**config.mk**
```make
export PLATFORM = sky130hd
export DESIGN_NAME = scsi_cmd_dispatch
export DESIGN_NICKNAME = d
export VERILOG_FILES = /design/src/rtl/scsi_disp_pkg.sv /design/src/rtl/scsi_cmd_classify.sv /design/src/rtl/scsi_irq_cause.sv /design/src/rtl/scsi_cmd_dispatch.sv
export SDC_FILE = /design/constraint.sdc
export NUM_CORES = 1
export LEC_CHECK = 0
export ABC_AREA = 1
export CAP_MARGIN = 20
export CORE_UTILIZATION = 43
export DETAILED_ROUTE_END_ITERATION = 16
export PLACE_DENSITY = 0.75
export SLEW_MARGIN = 15
export SYNTH_ARGS = -nofsm -noshare
export SYNTH_HDL_FRONTEND = slang
export SYNTH_SLANG_ARGS = --single-unit
export TNS_END_PERCENT = 10
```
**constraint.sdc**
```tcl
create_clock -name clk -period 1 [get_ports clk]
set_clock_uncertainty 0.2 [all_clocks]
set_input_delay 0.1 -clock clk [delete_from_list [all_inputs] [get_ports clk]]
set_output_delay 0.1 -clock clk [all_outputs]
set_load 0.01 [all_outputs]
```
**src/rtl/scsi_disp_pkg.sv**
```systemverilog
package scsi_disp_pkg;
   localparam int BYTE_W   = 8;
   localparam int OP_W     = 7;
   localparam int IDX_CMD  = 3;
   localparam int IDX_STAT = 4;
   localparam int IDX_INTR = 5;
   localparam int IDX_CFG  = 8;
   localparam int CAUSE_ILL = 6;
   localparam int CAUSE_BRS = 7;
   localparam int CFG_NOBRS = 6;

   typedef enum logic [OP_W-1:0] {
      OPC_NOP     = 7'h00,
      OPC_FLUSH   = 7'h01,
      OPC_CHIPRST = 7'h02,
      OPC_BUSRST  = 7'h03
   } opc_any_e;

   typedef enum logic [1:0] {
      CLS_ANY   = 2'd0,
      CLS_CONN  = 2'd1,
      CLS_MSG   = 2'd2,
      CLS_IDLE  = 2'd3
   } cmd_class_e;
endpackage

```
**src/rtl/scsi_cmd_classify.sv**
```systemverilog
module scsi_cmd_classify
   import scsi_disp_pkg::*;
(
   input  logic [OP_W-1:0] op,
   input  logic            conn,
   input  logic [2:0]      phase,
   output logic            legal,
   output logic            chip_rst,
   output logic            bus_rst
);
   cmd_class_e cls;
   logic       known;

   always_comb begin
      cls   = CLS_ANY;
      known = 1'b0;
      case (op) inside
         [7'h00:7'h03]: begin cls = CLS_ANY;  known = 1'b1; end
         7'h10, 7'h11, 7'h12, 7'h18, 7'h1A, 7'h1B:
                        begin cls = CLS_CONN; known = 1'b1; end
         [7'h20:7'h2B]: begin cls = CLS_MSG;  known = 1'b1; end
         [7'h40:7'h47]: begin cls = CLS_IDLE; known = 1'b1; end
         default:       begin cls = CLS_ANY;  known = 1'b0; end
      endcase
   end

   always_comb begin
      legal = 1'b0;
      if (known) begin
         case (cls)
            CLS_ANY:  legal = 1'b1;
            CLS_CONN: legal = conn;
            CLS_MSG:  legal = conn && (phase[2:1] == 2'b11);
            CLS_IDLE: legal = !conn;
            default:  legal = 1'b0;
         endcase
      end
   end

   assign chip_rst = (op == OPC_CHIPRST);
   assign bus_rst  = (op == OPC_BUSRST);
endmodule

```
**src/rtl/scsi_irq_cause.sv**
```systemverilog
module scsi_irq_cause
   import scsi_disp_pkg::*;
(
   input  logic              clk,
   input  logic              rst_n,
   input  logic              clr_all,
   input  logic              rd_clr,
   input  logic              set_ill,
   input  logic              set_brs,
   output logic [BYTE_W-1:0] cause,
   output logic              irq
);
   logic [BYTE_W-1:0] set_vec;

   always_comb begin
      set_vec = '0;
      set_vec[CAUSE_ILL] = set_ill;
      set_vec[CAUSE_BRS] = set_brs;
   end

   always_ff @(posedge clk or negedge rst_n) begin
      if (!rst_n)       cause <= '0;
      else if (clr_all) cause <= '0;
      else if (rd_clr)  cause <= set_vec;
      else              cause <= cause | set_vec;
   end

   assign irq = |cause;
endmodule

```
**src/rtl/scsi_cmd_dispatch.sv**
```systemverilog
module scsi_cmd_dispatch
   import scsi_disp_pkg::*;
#(
   parameter int ADDR_W      = 6,
   parameter int STRIDE_LOG2 = 2,
   parameter bit RDATA_REG   = 1'b0
) (
   input  logic              clk,
   input  logic              rst_n,
   input  logic              wr_en,
   input  logic              rd_en,
   input  logic [ADDR_W-1:0] addr,
   input  logic [7:0]        wdata,
   output logic [7:0]        rdata,
   input  logic              conn_i,
   input  logic [2:0]        phase_i,
   output logic              op_start,
   output logic [6:0]        op_code,
   output logic              op_dma,
   output logic              irq
);
   localparam int IDX_W = ADDR_W - STRIDE_LOG2;

   if (IDX_W < 4) begin : g_bad_addr
      $error("ADDR_W must leave at least four index bits above the stride");
   end
   if (STRIDE_LOG2 < 0) begin : g_bad_stride
      $error("STRIDE_LOG2 must not be negative");
   end

   logic [IDX_W-1:0]  idx;
   logic              wr_cmd, wr_cfg, rd_intr;
   logic              legal, is_chip, is_bus;
   logic [BYTE_W-1:0] cfg_q, cmd_q, cause;
   logic [BYTE_W-1:0] rd_mux;
   logic              start_q, dma_q;
   logic [OP_W-1:0]   code_q;

   assign idx     = addr[ADDR_W-1:STRIDE_LOG2];
   assign wr_cmd  = wr_en && (idx == IDX_W'(IDX_CMD));
   assign wr_cfg  = wr_en && (idx == IDX_W'(IDX_CFG));
   assign rd_intr = rd_en && (idx == IDX_W'(IDX_INTR));

   scsi_cmd_classify u_cls (
      .op       (wdata[OP_W-1:0]),
      .conn     (conn_i),
      .phase    (phase_i),
      .legal    (legal),
      .chip_rst (is_chip),
      .bus_rst  (is_bus)
   );

   logic do_chip;
   assign do_chip = wr_cmd && legal && is_chip;

   scsi_irq_cause u_cause (
      .clk     (clk),
      .rst_n   (rst_n),
      .clr_all (do_chip),
      .rd_clr  (rd_intr),
      .set_ill (wr_cmd && !legal),
      .set_brs (wr_cmd && legal && is_bus && !cfg_q[CFG_NOBRS]),
      .cause   (cause),
      .irq     (irq)
   );

   always_ff @(posedge clk or negedge rst_n) begin
      if (!rst_n) begin
         cfg_q <= '0;
         cmd_q <= '0;
      end else if (do_chip) begin
         cfg_q <= '0;
         cmd_q <= '0;
      end else begin
         if (wr_cfg) cfg_q <= wdata;
         if (wr_cmd) cmd_q <= wdata;
      end
   end

   always_ff @(posedge clk or negedge rst_n) begin
      if (!rst_n) begin
         start_q <= 1'b0;
         code_q  <= '0;
         dma_q   <= 1'b0;
      end else begin
         start_q <= wr_cmd && legal;
         if (wr_cmd && legal) begin
            code_q <= wdata[OP_W-1:0];
            dma_q  <= wdata[BYTE_W-1];
         end
      end
   end

   assign op_start = start_q;
   assign op_code  = code_q;
   assign op_dma   = dma_q;

   always_comb begin
      rd_mux = '0;
      if (idx == IDX_W'(IDX_CMD))  rd_mux = cmd_q;
      if (idx == IDX_W'(IDX_STAT)) rd_mux = {irq, 4'b0000, phase_i};
      if (idx == IDX_W'(IDX_INTR)) rd_mux = cause;
      if (idx == IDX_W'(IDX_CFG))  rd_mux = cfg_q;
   end

   if (RDATA_REG) begin : g_rd_reg
      logic [BYTE_W-1:0] rdata_q;
      always_ff @(posedge clk or negedge rst_n) begin
         if (!rst_n)     rdata_q <= '0;
         else if (rd_en) rdata_q <= rd_mux;
      end
      assign rdata = rdata_q;
   end else begin : g_rd_comb
      assign rdata = rd_en ? rd_mux : '0;
   end
endmodule

```
# == Word level (Yosys, flattened, before mapping) ==
# Cells that the tools add are included.
# totals
ff_bits,33
out_inout_bits,18
word_cells,70
# classes
n_lt_le_gt_ge,6
eq_ne,16
n_mux,21
bitwise,1
reduce_logical,20
# op_table
cell,n
two-way mux 8 bit,11
"== test 7 x 5 -> 1 bit, second input constant",6
"== test 7 x 2 -> 1 bit, second input constant",2
logical AND 1 bit,12
"== test 4 x 3 -> 1 bit, second input constant",2
two-way mux 2 bit,4
OR 8 bit,1
OR reduction 8 bit,1
"greater-or-equal comparator 7 x 1 -> 1 bit, second input constant",1
"greater-or-equal comparator 7 x 6 -> 1 bit, second input constant",1
"greater-or-equal comparator 7 bit, second input constant",1
"less-or-equal comparator 7 x 2 -> 1 bit, second input constant",1
"less-or-equal comparator 7 x 6 -> 1 bit, second input constant",1
"less-or-equal comparator 7 bit, second input constant",1
"== test 2 bit, second input constant",3
OR reduction 6 bit,1
two-way mux 1 bit,5
"== test 4 x 2 -> 1 bit, second input constant",1
"== test 4 bit, second input constant",1
one-hot mux 1 bit (4 select lines),1
nonzero test 2 bit,2
logical NOT 1 bit,3
"== test 2 x 1 -> 1 bit, second input constant",1
logical NOT 2 bit,1

# == Depth between registers and ports, before layout ==
# Gate-level depths: netlist of the first run.
# logic_depth
depth_word,15
depth_mapped,11
ltp_nobuf,11

# == Cells and area by module ==
# Synthesis of the first run repeated with hierarchy kept, for this count alone.
# unflattened
cells_unflattened,224
area_unflattened_um2,1589.0
# modules_own_cells
module,n_inst,cells_each,area_per_inst_um2,seq_area_each_um2
scsi_cmd_dispatch,1,180,1341.3,625.6
scsi_irq_cause,1,17,133.9,50.0
scsi_cmd_classify,1,27,113.9,0.0

# == Least setup slack after synthesis of the first run ==
# No wires, ideal clock.
# synth_path
path_type,input to register
startpoint,input addr[4]
endpoint,register cfg_q[1]
setup_ps,118
arrival_time_ps,921
required_ps,682
slack_ps,-239
cell_stages,9
path_buffers,1
cell_sequence,nor2_2 > nand3_2 > clkinv_2 > nand2_2 > nor2_4 > nand3_4 > buf_8 > nand3_1 > nand2_1
# synth_between
elab_chain_cells,5
# synth_lines
item,line,text
"start, declared",scsi_cmd_dispatch.sv:12,"input logic [ADDR_W-1:0] addr,"
== test 4 x 2 -> 1 bit,scsi_cmd_dispatch.sv:40,assign wr_cmd = wr_en && (idx == IDX_W'(IDX_CMD));
logical AND 1 bit,scsi_cmd_dispatch.sv:40,
logical AND 1 bit (2 in series),scsi_cmd_dispatch.sv:54,assign do_chip = wr_cmd && legal && is_chip;
two-way mux 8 bit / nonzero test 2 bit (equally long branches),-,
"end signal, assigned",scsi_cmd_dispatch.sv:75,if (wr_cfg) cfg_q <= wdata;
"end, declared",scsi_cmd_dispatch.sv:34,"logic [BYTE_W-1:0] cfg_q, cmd_q, cause;"
# Several ways; a longest one is shown, not always the timed one.
# A chain may end at the register's enable or synchronous reset.

# == Worst setup path in the final report of the first run ==
# layout_path
startpoint,register u_cause.cause[7]
endpoint,output rdata[7]
# layout_between
elab_chain_cells,5
# layout_lines
item,line,text
"start, declared",scsi_irq_cause.sv:10,"output logic [BYTE_W-1:0] cause,"
"start signal, assigned",scsi_irq_cause.sv:24,else if (rd_clr) cause <= set_vec;
"start signal, assigned",scsi_irq_cause.sv:25,else cause <= cause | set_vec;
OR reduction 8 bit,scsi_irq_cause.sv:28,assign irq = |cause;
two-way mux 8 bit,scsi_cmd_dispatch.sv:101,"if (idx == IDX_W'(IDX_STAT)) rd_mux = {irq, 4'b0000, phase_i};"
two-way mux 8 bit *,scsi_cmd_dispatch.sv:102,if (idx == IDX_W'(IDX_INTR)) rd_mux = cause;
two-way mux 8 bit *,scsi_cmd_dispatch.sv:103,if (idx == IDX_W'(IDX_CFG)) rd_mux = cfg_q;
two-way mux 8 bit *,scsi_cmd_dispatch.sv:114,assign rdata = rd_en ? rd_mux : '0;
"end, declared",scsi_cmd_dispatch.sv:14,"output logic [7:0] rdata,"
# Mark *: on every way between the ends. The rest lies on a longest branch, timed or not.

==> results.json, run 1 <==
{
  "status": "finished, violations left",
  "violations": "hold timing, setup timing",
  "timing.fmax_ghz": 0.636,
  "synth_area_um2": 1460,
  "multi_input_area_um2": 742,
  "min_period_over_period": 1.57,
  "vias_per_cell": 4.92,
  "synth_cell_type_count": 23,
  "initialDrtViolationCount": 58,
  "power.leakage_uw": 0.00123,
  "antenna_found_initial": 0,
  "grt_max_degree": 28,
  "finalHoldViolations": 28,
  "power-per-cell-area_nw_per_um2": 1140,
  "period_minus_slack_ps": 1570,
  "seq_area_um2": 676,
  "power.total_uw": 2540,
  "dp_hpwl_mm": 3.00,
  "firstDrtPassIters": 4,
  "cts_tree": "yes",
  "die_area_um2": 3640,
  "layout_setup_ws_ps": -571,
  "setup_viol": 45,
  "crit_start": "u_cause.cause[7]",
  "postRouteAntennaNets": 0,
  "root_buffer": "clkbuf_4",
  "clockBufferDepth": 2,
  "fin_cells": 319,
  "synth_fp_nets": 212,
  "hold_path_class": "in2async",
  "rr_startpoint": "cfg_q[6]",
  "rsz0062_at_grt": "true",
  "required_ps": 700,
  "endpoint_kind": "primary output",
  "place.gp.congestion": 0.801,
  "start_util": 0.464,
  "fillers": 273,
  "die_y_um": 60.3,
  "via_count": 1568,
  "clk_pin_slew_ps": 150,
  "synth_warnings": 0,
  "numCtsBuffers": 3,
  "core.rowCount": 20,
  "r2r_cells": 6,
  "tightest_slew_ps": 250,
  "grt_overflow": 0,
  "num-nets-final": 298,
  "dp.cells": 309,
  "holdWs_ps": -105,
  "n_antenna_cell": 0,
  "cp-start-kind": "flip-flop",
  "grt_pass1_vias": 1483,
  "reg2reg_slack_ps": -280,
  "cap_violations": 0,
  "slew_headroom": 0.833,
  "reg2reg_to": "u_cause.cause[7]",
  "io_buffers": 37,
  "core_area_um2": 3150,
  "die_x_um": 60.3,
  "clock-sinks": 27,
  "path_class": "reg2out",
  "yosysSeqAreaShare": 0.462,
  "place_ws_ps": -1290,
  "drive_above_1_share": 0.393,
  "worstSetupEndpoint": "rdata[7]",
  "cp_max_fo": 2,
  "synth_cells": 190,
  "wl_per_cell_um": 13.0,
  "drv_slew": 0,
  "arrival_ps": 1270,
  "area_delta_synth_final_pct": 52.5,
  "tns_ps": -12340,
  "pin_count": 40,
  "postLayoutCoreUtil": 0.708,
  "ir_drop_v": 0.000628,
  "grt_pass1_wl_mm": 6.62,
  "drt_wl_total_mm": 4.13,
  "clock_latency_ps": 330,
  "drc": 0,
  "synth_seq_cells": 27,
  "htreeDepth": 1,
  "synth_area_per_cell_um2": 7.70,
  "grt.total_usage": 0.250
}
==> registers in the layout (all words and copies together), names as in the netlist <==
name	count
cmd_q	8
op_dma	1
u_cause.cause	2
op_code	7
cfg_q	8
op_start	1
==> cell usage in the layout (no fill, tap or decap), types with 8 or more instances in the layout <==
| cell type | Yosys | layout |
|---|---|---|
| nor2_1 | 12 | 9 |
| o21ai_0 | 15 | 9 |
| nand3_1 | 17 | 15 |
| buf_2 | 1 | 20 |
| dfrtp_1 | 27 | 27 |
| buf_4 | 0 | 43 |
| nand2_1 | 66 | 63 |
| inv_1 | 16 | 11 |
| dlygate4sd2_1 | 0 | 8 |
| inv_2 | 4 | 8 |
==> worst max-delay path: stages (launching register included) <==
cell and delay [ps]:
dfrtp_1 420, inv_2 60, nand2_2 60, nand3_2 70
nand2_2 50, o22ai_1 100, nor2_1 50, buf_2 140
==> cells in the mapped netlist <==
cell type	n	area, um2
inv_1	16	60.1
o22ai_1	1	6.26
o21ai_0	15	75.1
nand2_2	2	12.5
clkinv_2	1	5.00
dfrtp_1	27	676
nand3b_1	1	7.51
nor3_1	2	10.0
nand3_1	17	85.1
nor2_4	1	11.3
nor2_2	2	12.5
a21oi_1	7	35.0
clkinv_1	1	3.75
o21ai_2	6	52.6
buf_8	2	30.0
nand2_4	2	22.5
o221ai_1	1	8.76
nand3_4	1	17.5
nand3_2	2	20.0
nand2_1	66	248
inv_2	4	15.0
nor2_1	12	45.0
buf_2	1	5.00
==> power breakdown <==
group,switching (uW),leakage (uW),internal (uW)
registers,95.8,0.000351,1260
clock network,329,0.0000177,150
logic,340,0.000861,372
==> timing repair <==
item	4_1_cts	5_1_grt
setup endpoints to repair	45	45
cloned	0	0
pin swaps	15	14
buffers inserted	5	1
resized for setup	109	16
hold endpoints to repair	28	28
==> per-layer routing <==
layer,track usage,part of all wire,up-vias
met2,0.419,0.51,45
met5,0,0,-
li1,-,-,780
met4,0.120,0.024,0
met3,0.0362,0.036,12
met1,0.318,0.43,731
==> worst min-delay path by stage <==
stage | endpoint | slack, ps | depth (start not counted)
after floorplan | cfg_q[0] | -400 | 0
after global placement | op_code[6] | 270 | 2
after detailed placement | op_code[4] | 270 | 2
after CTS | op_code[4] | -100 | 2
after global routing | cmd_q[4] | -110 | 2
final | op_code[6] | -100 | 2
==> layout make-up <==
cell class	count	area share
multi-input combinational	138	0.332
clock inverter	1	0.00224
clock buffer	3	0.0101
timing repair buffer	84	0.288
sequential	27	0.303
tap	44	0.0247
inverter	22	0.0404
==> metrics by stage <==
| stage | area [um2] | hold slack (ps) |
|---|---|---|
| finish | 2230 | -105 |
| global route | 2230 | -109 |
| CTS | 2200 | -98.9 |
| detailed placement | 2190 | 267 |
| global placement | 2190 | 265 |
| floorplan | 1480 | -396 |
==> logic make-up (layout without fill, tap and decap cells) <==
kind of cell,count (synthesis),count (layout),share of synthesized area
compound gates,30,30,0.121
buf+inv,25,110,0.0812
flops,27,27,0.462
simple gates,108,108,0.336
(Power assumes the default switching activity.)
==> inputs of run 2 (changes only) <==
GPL_ROUTABILITY_DRIVEN = 0   (was unset)
TNS_END_PERCENT = unset   (was 10)
==> results.json, run 2 (synthesis results as in run 1) <==
{
  "finalHoldViolations": 34,
  "root_buffer": "clkbuf_4",
  "layout_common_cells": "46 x buf_4, 41 x nand2_1, 27 x dfrtp_1",
  "area_delta_synth_final_pct": 91.4,
  "grt_pass1_vias": 1821,
  "arrival_ps": 1340,
  "clk_pin_slew_ps": 160,
  "power-per-cell-area_nw_per_um2": 1060,
  "hold_path_class": "in2reg",
  "timing.fmax_ghz": 0.611,
  "multi_input_area_um2": 980,
  "path_class": "reg2out",
  "p_int_uw": 1950,
  "grt.total_usage": 0.315,
  "power.total_uw": 2970,
  "cp_max_fo": 2,
  "firstDrtPassIters": 4,
  "grt_max_degree": 28,
  "vias_per_cell": 5.57,
  "crit_start": "u_cause.cause[6]",
  "p_sw_uw": 1020,
  "antenna_found_initial": 0,
  "endpoint_kind": "primary output",
  "power.leakage_uw": 0.00140,
  "cap_violations": 0,
  "swShare": 0.343,
  "wl_per_cell_um": 19.5,
  "num-nets-final": 322,
  "clock_latency_ps": 350,
  "crit_path_max_incr_delay_ps": 430,
  "seq_area_um2": 676,
  "initialDrtViolationCount": 140,
  "min_period_over_period": 1.64,
  "n_antenna_cell": 0,
  "violations": "hold timing, setup timing",
  "grt_pass1_wl_mm": 8.27,
  "cp-start-kind": "flip-flop",
  "drive_above_1_share": 0.629,
  "drc": 0,
  "pin_count": 40,
  "grt_overflow": 0,
  "layout_setup_ws_ps": -637,
  "drv_slew": 0,
  "die_x_um": 60.3,
  "ir_drop_v": 0.000912,
  "slew_headroom": 0.826,
  "cpMaxStageDelayCell": "dfrtp_1",
  "holdWs_ps": -209,
  "core_area_um2": 3150,
  "io_buffers": 37,
  "status": "finished, violations left",
  "cp_cell_sequence": "inv_2 -> nand2_2 -> nand3_2 -> nand2_1 -> o22ai_1 -> nor2_1 -> buf_2",
  "die_area_um2": 3640,
  "die_y_um": 60.3,
  "clock-sinks": 27,
  "tightest_slew_ps": 259,
  "rsz0062_at_grt": "true",
  "clockBufferDepth": 2,
  "via_count": 1910,
  "rr_startpoint": "cfg_q[6]",
  "required_ps": 700,
  "cts_tree": "yes",
  "numCtsBuffers": 3,
  "fillers": 150,
  "hold_start": "wdata[2]",
  "htreeDepth": 1,
  "period_minus_slack_ps": 1640,
  "start_util": 0.464,
  "final_common_cell": "buf_4",
  "setup_viol": 41,
  "pwr-share-clk": 0.180,
  "comb_power_share": 0.356,
  "core.rowCount": 20,
  "postRouteAntennaNets": 0,
  "seqPwrFrac": 0.464,
  "drt_wl_total_mm": 6.68,
  "dp_hpwl_mm": 3.08
}
-- run 2: changes by cell type in the layout (fill, tap and decap cells not counted), sizes merged, moves of 2 or more --
cell	previous run	this run
dlygate4sd2	8	1
dlygate4sd3	0	6
buf	68	94
clkdlybuf4s15	2	0
-- run 2: worst paths after layout --
check / to / slack, ps / cells past startpoint
worst max-delay path: rdata[7] / -640 / 7
worst min-delay path: cfg_q[2] / -210 / 3
worst max register to register: u_cause.cause[7] / -260 / 6
worst min register to register: op_code[4] / 300 / 2
max in group asynchronous: cmd_q[5] / 560 / 2
min in group asynchronous: op_code[6] / -130 / 2
-- run 2: area by class of cell --
class | instances | share of cell area
clock inverters | 1 | 0.00268
well taps | 44 | 0.0197
repair buffers | 106 | 0.339
inverters | 22 | 0.0402
multi-input cells | 140 | 0.350
clock buffers | 3 | 0.00804
flip-flops and latches | 27 | 0.241
-- run 2: what timing repair did --
item / in CTS / in global routing
setup endpoints to repair: 45 / 44
cloned: 2 / 0
pin swaps: 32 / 24
setup buffers: 15 / 9
gates resized for setup: 199 / 53
hold endpoints to repair: 46 / 36
hold buffers: 7 / 1
-- run 2: per-layer routing --
layer	up-vias	GRT usage	part of all wire
li1	831	-	-
met1	917	0.359	0.37
met3	44	0.0490	0.067
met5	-	0	0
met4	0	0.153	0.065
met2	118	0.573	0.50
-- run 2: per-stage QoR --
stage,setup slack (ps),setup TNS (ps),cells,utilization,instance area [um2]
after global routing,-689,-12340,343,0.888,2800
final,-637,-10540,343,0.888,2800
after floorplan,-230,-3970,190,-,1520
after CTS,-563,-8150,338,0.828,2610
after global placement,-1150,-33430,312,0.717,2260
after detailed placement,-1220,-34660,312,0.717,2260
-- run 2: power by group through the flow --
stage | Sequential [uW] | Combinational (uW) | Clock, uW
after CTS | 1350 | 827 | 501
after floorplan | 1360 | 272 | 0
after global routing | 1390 | 1130 | 541
final | 1380 | 1060 | 535
after detailed placement | 1370 | 724 | 0
after global placement | 1360 | 709 | 0
-- run 2: worst max-delay path: cells and delay by family (launching register included) --
family / cells / cell delay, ps
flops: 1 / 430
simple gates: 4 / 230
buf+inv: 2 / 210
compound gates: 1 / 120
